**config.mk**
```make
export PLATFORM = sky130hd
export DESIGN_NAME = relpt_bus_arbiter
export DESIGN_NICKNAME = d
export VERILOG_FILES = /design/src/rtl/relpt_pkg.sv /design/src/rtl/relpt_dma_point.sv /design/src/rtl/relpt_gate.sv /design/src/rtl/relpt_prio.sv /design/src/rtl/relpt_bus_arbiter.sv
export SDC_FILE = /design/constraint.sdc
export NUM_CORES = 1
export LEC_CHECK = 0
export BUFFER_PORTS_ARGS = -buffer_cell sky130_fd_sc_hd__buf_4
export CAP_MARGIN = 40
export CORE_AREA = 2 2 39 41
export DETAILED_ROUTE_END_ITERATION = 7
export DIE_AREA = 0 0 41 43
export PLACE_DENSITY = 0.44
export SYNTH_ARGS = -nofsm -noshare
export SYNTH_HDL_FRONTEND = slang
export SYNTH_SLANG_ARGS = --single-unit
```
**constraint.sdc**
```tcl
create_clock -name clk -period 1.9 [get_ports clk]
set_clock_uncertainty 0.1 [all_clocks]
set_input_delay 0.095 -clock clk [delete_from_list [all_inputs] [get_ports clk]]
set_output_delay 0.095 -clock clk [all_outputs]
set_load 0.005 [all_outputs]
```
**src/rtl/relpt_pkg.sv**
```systemverilog
// Shared constants for the release-point bus arbiter.
// Assumes the master order gives priority: a higher index wins.
package relpt_pkg;
    localparam int N_MST  = 3;
    localparam int MODE_W = 2;
    localparam int CPU_IX = 0;
    localparam int DTC_IX = 1;
    localparam int DMA_IX = 2;

    typedef enum logic [MODE_W-1:0] {
        DMA_SINGLE = 2'd0,
        DMA_STEAL  = 2'd1,
        DMA_BLOCK  = 2'd2,
        DMA_BURST  = 2'd3
    } dma_mode_e;
endpackage

```
**src/rtl/relpt_dma_point.sv**
```systemverilog
// Turns the DMA's three end events into one release strobe, according to
// the transfer mode.
// Assumes every event is a one-cycle strobe raised by the DMA itself.
module relpt_dma_point
    import relpt_pkg::*;
(
    input  logic [MODE_W-1:0] mode,
    input  logic              xfer_end,
    input  logic              block_end,
    input  logic              all_end,
    output logic              rel
);
    // Pick the end event that counts as a release point in this mode.
    always_comb begin
        case (dma_mode_e'(mode))
            DMA_SINGLE, DMA_STEAL: rel = xfer_end;
            DMA_BLOCK:             rel = block_end;
            DMA_BURST:             rel = all_end;
            default:               rel = 1'b0;
        endcase
    end
endmodule

```
**src/rtl/relpt_gate.sv**
```systemverilog
// Decides whether the current owner may give up the bus in this cycle.
// Assumes owner is one-hot, and that index 0 is the processor, the only
// master that may also give up the bus by sleeping.
module relpt_gate #(
    parameter int N = 3
) (
    input  logic [N-1:0] owner,
    input  logic [N-1:0] rel,
    input  logic [N-1:0] lock,
    input  logic         cpu_sleep,
    output logic         open_pt
);
    logic [N-1:0] may_go;

    for (genvar i = 0; i < N; i++) begin : g_mst
        if (i == 0) begin : g_cpu
            // The processor lets go at an unlocked boundary, or at once while asleep.
            assign may_go[i] = owner[i] & ((rel[i] & ~lock[i]) | cpu_sleep);
        end else begin : g_oth
            // Other masters let go only at an unlocked release point.
            assign may_go[i] = owner[i] & rel[i] & ~lock[i];
        end
    end

    assign open_pt = |may_go;
endmodule

```
**src/rtl/relpt_prio.sv**
```systemverilog
// Fixed-priority pick: the highest index with a request set wins.
// Assumes bit 0 is always requesting, so the result is never empty.
module relpt_prio #(
    parameter int N = 3
) (
    input  logic [N-1:0] req,
    output logic [N-1:0] pick
);
    // Scan upward so that the highest requesting index is the last one written.
    always_comb begin
        pick = '0;
        for (int i = 0; i < N; i++) begin
            if (req[i]) begin
                pick    = '0;
                pick[i] = 1'b1;
            end
        end
    end
endmodule

```
**src/rtl/relpt_bus_arbiter.sv**
```systemverilog
// Top level of the release-point bus arbiter. Holds the registered one-hot
// grant. The grant moves only when the owner's release gate opens, and then
// goes to the highest-priority requester, with the processor as the fallback.
// Assumes all inputs are synchronous to clk.
module relpt_bus_arbiter
    import relpt_pkg::*;
(
    input  logic              clk,
    input  logic              rst_n,
    input  logic              cpu_sleep,
    input  logic              cpu_rel,
    input  logic              cpu_lock,
    input  logic              req_dtc,
    input  logic              dtc_rel,
    input  logic              dtc_lock,
    input  logic              req_dma,
    input  logic [MODE_W-1:0] dma_mode,
    input  logic              dma_xfer_end,
    input  logic              dma_block_end,
    input  logic              dma_all_end,
    input  logic              dma_lock,
    output logic [N_MST-1:0]  gnt,
    output logic              bus_idle
);
    logic [N_MST-1:0] gnt_q;
    logic [N_MST-1:0] rel_vec;
    logic [N_MST-1:0] lock_vec;
    logic [N_MST-1:0] req_vec;
    logic [N_MST-1:0] pick;
    logic             dma_rel;
    logic             open_pt;

    relpt_dma_point u_dma_point (
        .mode      (dma_mode),
        .xfer_end  (dma_xfer_end),
        .block_end (dma_block_end),
        .all_end   (dma_all_end),
        .rel       (dma_rel)
    );

    // Gather the per-master status, placing each signal at its priority index.
    always_comb begin
        rel_vec          = '0;
        lock_vec         = '0;
        req_vec          = '0;
        rel_vec[CPU_IX]  = cpu_rel;
        rel_vec[DTC_IX]  = dtc_rel;
        rel_vec[DMA_IX]  = dma_rel;
        lock_vec[CPU_IX] = cpu_lock;
        lock_vec[DTC_IX] = dtc_lock;
        lock_vec[DMA_IX] = dma_lock;
        req_vec[CPU_IX]  = 1'b1;
        req_vec[DTC_IX]  = req_dtc;
        req_vec[DMA_IX]  = req_dma;
    end

    relpt_gate #(.N(N_MST)) u_gate (
        .owner     (gnt_q),
        .rel       (rel_vec),
        .lock      (lock_vec),
        .cpu_sleep (cpu_sleep),
        .open_pt   (open_pt)
    );

    relpt_prio #(.N(N_MST)) u_prio (
        .req  (req_vec),
        .pick (pick)
    );

    // Grant register: reset to the processor, load the pick when the gate opens.
    always_ff @(posedge clk) begin
        if (!rst_n) begin
            gnt_q <= N_MST'(1) << CPU_IX;
        end else if (open_pt) begin
            gnt_q <= pick;
        end
    end

    assign gnt      = gnt_q;
    assign bus_idle = gnt_q[CPU_IX] & cpu_sleep & ~req_dtc & ~req_dma;


    grant_onehot_chk: assert property (@(posedge clk) disable iff (!rst_n)
        $countones(gnt_q) == 1);


    hold_without_release_chk: assert property (@(posedge clk) disable iff (!rst_n)
        !open_pt |=> $stable(gnt_q));


    cpu_lock_holds_chk: assert property (@(posedge clk) disable iff (!rst_n)
        (gnt_q[CPU_IX] && cpu_lock && !cpu_sleep) |=> $stable(gnt_q));


    sleep_handover_chk: assert property (@(posedge clk) disable iff (!rst_n)
        (gnt_q[CPU_IX] && cpu_sleep && req_dma) |=> gnt_q[DMA_IX]);


    burst_hold_chk: assert property (@(posedge clk) disable iff (!rst_n)
        (gnt_q[DMA_IX] && dma_mode == DMA_BURST && !dma_all_end) |=> gnt_q[DMA_IX]);


    dma_wins_chk: assert property (@(posedge clk) disable iff (!rst_n)
        (open_pt && req_dma) |=> gnt_q[DMA_IX]);
endmodule

```
# ---- Yosys cells after proc, flatten, opt, wreduce, memory -nomap -nowiden
# Index checks and enable logic that the tools add are counted.
# Widths: inputs -> output; s select.
dict set report classes {
  bitwise_logic 15
  mux 3
  reduce_logical 3
  addsub 0
  div_mod_pow 0
  n_eq_ne 3
  n_lt_le_gt_ge 0
  shifts 0
  n_mul 0
}
# operator count
set op_table {}
lappend op_table {{$and 1x1->1} 9}
lappend op_table {{$not 1->1} 5}
lappend op_table {{$eq 2x2->1 const B} 2}
lappend op_table {{$mux 3} 1}
lappend op_table {{$pmux 1 s3} 1}
lappend op_table {{$reduce_or 3->1} 1}
lappend op_table {{$eq 2x1->1 const B} 1}
lappend op_table {{$logic_not 2->1} 1}
lappend op_table {{$mux 2} 1}
lappend op_table {{$reduce_or 2->1} 1}
lappend op_table {{$or 1x1->1} 1}
dict set report totals {
  register_bits 3
  n_memories 0
  mem_bits_ro 0
  ram_bits 0
  wordCells 25
  latch_bits 0
  out_inout_bits 4
}

# ---- Depth between registers and ports, before layout
dict set report logic_depth {
  word_depth 6
  mapped_depth 4
}

# ---- Modules after synthesis
# From an unflattened synthesis, not the netlist that was laid out.
dict set report unflattened {
  hier_cells 23
  hier_area_um2 191.4
}
# module area_per_inst_um2 cells_each n_inst seq_area_each_um2
set modules_own_cells {}
lappend modules_own_cells {relpt_bus_arbiter 118.9 12 1 60.1}
lappend modules_own_cells {relpt_gate 27.5 5 1 0.0}
lappend modules_own_cells {relpt_prio 26.3 3 1 0.0}
lappend modules_own_cells {relpt_dma_point 18.8 3 1 0.0}

# ---- Worst setup path before layout
# OpenSTA, ideal clock, no wires.
dict set report synth_path {
  kind {register to register}
  startpoint {register gnt_q[2] (netlist: gnt[2])}
  endpoint {register gnt_q[0] (netlist: gnt[0])}
  stages_incl_launch_ff 5
  period_less_slack_ns 1.307
  path_slack_ns 0.593
  n_path_buf 0
  arrival_ns 1.085
  setup_time_ns 0.121
  path_cell_list {dfxtp_1 -> inv_1 -> a2111oi_2 -> nor3_2 -> mux2_4}
}
dict set report synth_via {
  elab_chain_cells 3
}
# element line_no
set synth_rtl {}
lappend synth_rtl {{start: declaration} relpt_bus_arbiter.sv:25} ;# logic [N_MST-1:0] gnt_q;
lappend synth_rtl {{start signal: assignment} relpt_bus_arbiter.sv:73} ;# gnt_q <= N_MST'(1) << CPU_IX;
lappend synth_rtl {{start signal: assignment} relpt_bus_arbiter.sv:75} ;# gnt_q <= pick;
lappend synth_rtl {{$and 1x1->1 (2 in a row)} relpt_gate.sv:21} ;# assign may_go[i] = owner[i] & rel[i] & ~lock[i];
lappend synth_rtl {{$reduce_or 3->1} relpt_gate.sv:25} ;# assign open_pt = |may_go;
# Every way passes these cells.
# A chain may end at the register's enable or synchronous reset.

# ---- Worst setup path after layout
# Ends and elaborated chain as after synthesis.

==> qor.csv <==
stage,metric,value,unit
clocking,numClockSinks,3,
clocking,cts_buffers,3,
hold_path,hold_path_end,gnt[1],
worst_setup_path,worstPathArrival,1370,ps
worst_setup_path,r2r_cells,4,
synth,ys_ff_latch,3,
layout,largest_register_ffs,3,
worst_setup_path,crit_fanout,3,
sta,setup_viol,0,
run_status,outcome,"finished, final reports clean",
hold_path,min_from,req_dtc,
layout,syn_to_final_growth,97.5,%
synth,synthTopCellsByArea,"dfxtp_1 (31%), mux2i_1 (10%), a2111oi_2 (7.6%)",
clocking,cts_max_level,1,
synth,synth_area,196,um2
die,core_area,1380,um2
synth,yosysWarnings,0,
layout,layout_common_cells,"buf_4 (18), nand2_1 (3), clkbuf_4 (3), dfxtp_1 (3)",
worst_setup_path,crit_path_end_kind,register,
layout,drive_gt1_share,53.3,%
grt,gr-usage-all-layers,7.22,%
sta,drv_slew,0,
power,ir_worst_vdd,0.000203,V
clocking,cts_root_buffer,clkbuf_4,
layout,layout_commonest_cell,buf_4,
die,die_w,41,um
hold_path,holdPathStages,3,
worst_setup_path,r2r_end,gnt[0],
clocking,cts.reportedPaths.clkPinSlew,40,ps
power,power_frac_seq,29.5,%
synth,yosysTopAreaCellShare,30.6,%
power,p_sw,0.0618,mW
sta,rsz0062_at_grt,false,
placed_design,dp_slack,524,ps
synth,synth_fp_nets,37,
routing,via_per_inst,4.05,
power,combPwrFrac,28.0,%
grt,antenna_found_initial,0,
worst_setup_path,cp.required,1910,ps
worst_setup_path,critical_path_class,reg -> reg,
power,sw_frac_of_total,23.9,%
synth,syn_inst,22,
sta,finalSetupTns,0,ps
worst_setup_path,start_kind,register,
grt,grt_pass1_vias,236,
die,row_count,14,
placed_design,routabilityCongestion,0.620,
sta,slew_headroom,79.4,%
routing,num_vias,247,
sta,fin_ws,547,ps
worst_setup_path,rrSetupSlack,550,ps
power,p_clk_share,42.4,%
die,die_height,43,um
layout,fin_nets,61,
die,pin_count,19,
grt,grt_pass1_wl,807,um
layout,n_fill_cell,161,
synth,avgSynthCellArea,8.93,um2
grt,grt_max_degree,6,
grt,overflow,0,
routing,drt_iter0_drc,0,
routing,dr.pass1.iters,1,
flow_run,cap_viol_max_count,0,
sta,whs,63.0,ps
power,power_density,667,nW/um2
hold_path,hold_path.class,in -> reg,
routing,drc,0,
clocking,cts_buffer_depth,2,
clocking,insertion_delay,230,ps
routing,detail_route.wl_per_cell,9.10,um
sta,clock.fmax,739,MHz
layout,final_area,388,um2
synth,synth_largest_area_cell,dfxtp_1,
routing,wl,555,um
die,initial_core_util,14.2,%
synth,seq_area_frac_synth,30.6,%
clocking,tritoncts,built,
layout,ff_latch_area,60.1,um2
clocking,cts.repair.resized,0,
worst_setup_path,rr_startpoint,gnt[2],
layout,multi_input_area,133,um2
sta,worst_pin_slew,308,ps
placed_design,place_area,352,um2
sta,timing_hold_violations_final,0,
placed_design,io_buffers,18,
die,dieArea,1760,um2
power,p_leak,0.179,nW
sta,post-route-period-util,71.2,%
power,p_int,0.197,mW
sta,post-route-min-period,1350,ps
layout,n_antenna_cell,0,
synth,synth.distinct_cells,15,
routing,ant_nets,0,
-- repair_timing --
action / 4_1_cts / 5_1_grt
hold buffers: 1 / 0
endpoints found under the hold margin: 1 / 0
setup buffers: 0 / 0
-- metal layers --
metal  global-route usage, %  routed length [um]  share of wire (%)
met2                    10.0                 264                 48
met5                       0                   0                  0
met1                    6.73                 216                 39
met4                    6.00                   0                  0
met3                    5.24                  74                 13
-- critical path: stages, from the launching register on --
cell and delay [ps]:
dfxtp_1 340, inv_1 60, a2111oi_2 310, nor3_2 120
mux2_4 310
-- worst max path at each step --
stage                         to        start
after floorplan           gnt[0]       gnt[2]
after global placement    gnt[0]  dma_mode[0]
after detailed placement  gnt[0]  dma_mode[0]
after CTS                 gnt[0]       gnt[2]
after global routing      gnt[0]       gnt[2]
final                     gnt[0]       gnt[2]
-- through the flow --
| step | util (%) | power [mW] | std cells |
|---|---|---|---|
| 6_report | 28.0 | 0.259 | 61 |
| 5_1_grt | 28.0 | 0.279 | 61 |
| 4_1_cts | 28.0 | 0.266 | 61 |
| 3_5_place_dp | 25.4 | 0.149 | 56 |
| 3_3_place_gp | 25.4 | 0.149 | 56 |
| 2_1_floorplan | - | 0.108 | 22 |
-- power groups by stage --
stage / clock network, mW / logic (mW) / registers (mW)
detailed placement: 0 / 0.0716 / 0.0775
CTS: 0.116 / 0.0738 / 0.0764
global route: 0.123 / 0.0797 / 0.0770
floorplan: 0 / 0.0309 / 0.0768
finish: 0.110 / 0.0726 / 0.0764
global placement: 0 / 0.0720 / 0.0774
-- synth_stat cells --
| cell | n |
|---|---|
| a2111oi_2 | 1 |
| dfxtp_1 | 3 |
| inv_1 | 1 |
| mux2_4 | 1 |
| mux2i_1 | 2 |
| nand2_1 | 3 |
| nand2b_1 | 1 |
| nand3b_1 | 1 |
| nor2_1 | 2 |
| nor2b_1 | 1 |
| nor3_1 | 1 |
| nor3_2 | 1 |
| o21a_1 | 2 |
| o21ai_0 | 1 |
| o31a_1 | 1 |
-- kinds of logic (layout without fill, tap and decap cells) --
logic type / count (synthesis) / in the layout / synth area share [%]
and+or+nand+nor: 10 / 10 / 27.4
AOI/OAI and AO/OA: 5 / 5 / 22.3
DFF: 3 / 3 / 30.6
muxes: 3 / 3 / 17.8
buffers and inverters: 1 / 24 / 1.91
-- layout make-up --
type	count	share of cell area, %
clock buffer	4	6.77
timing repair buffer	19	37.4
tap	16	5.16
inverter	1	0.968
multi-input combinational	18	34.2
sequential	3	15.5
Power figures use the tool's default switching activity.
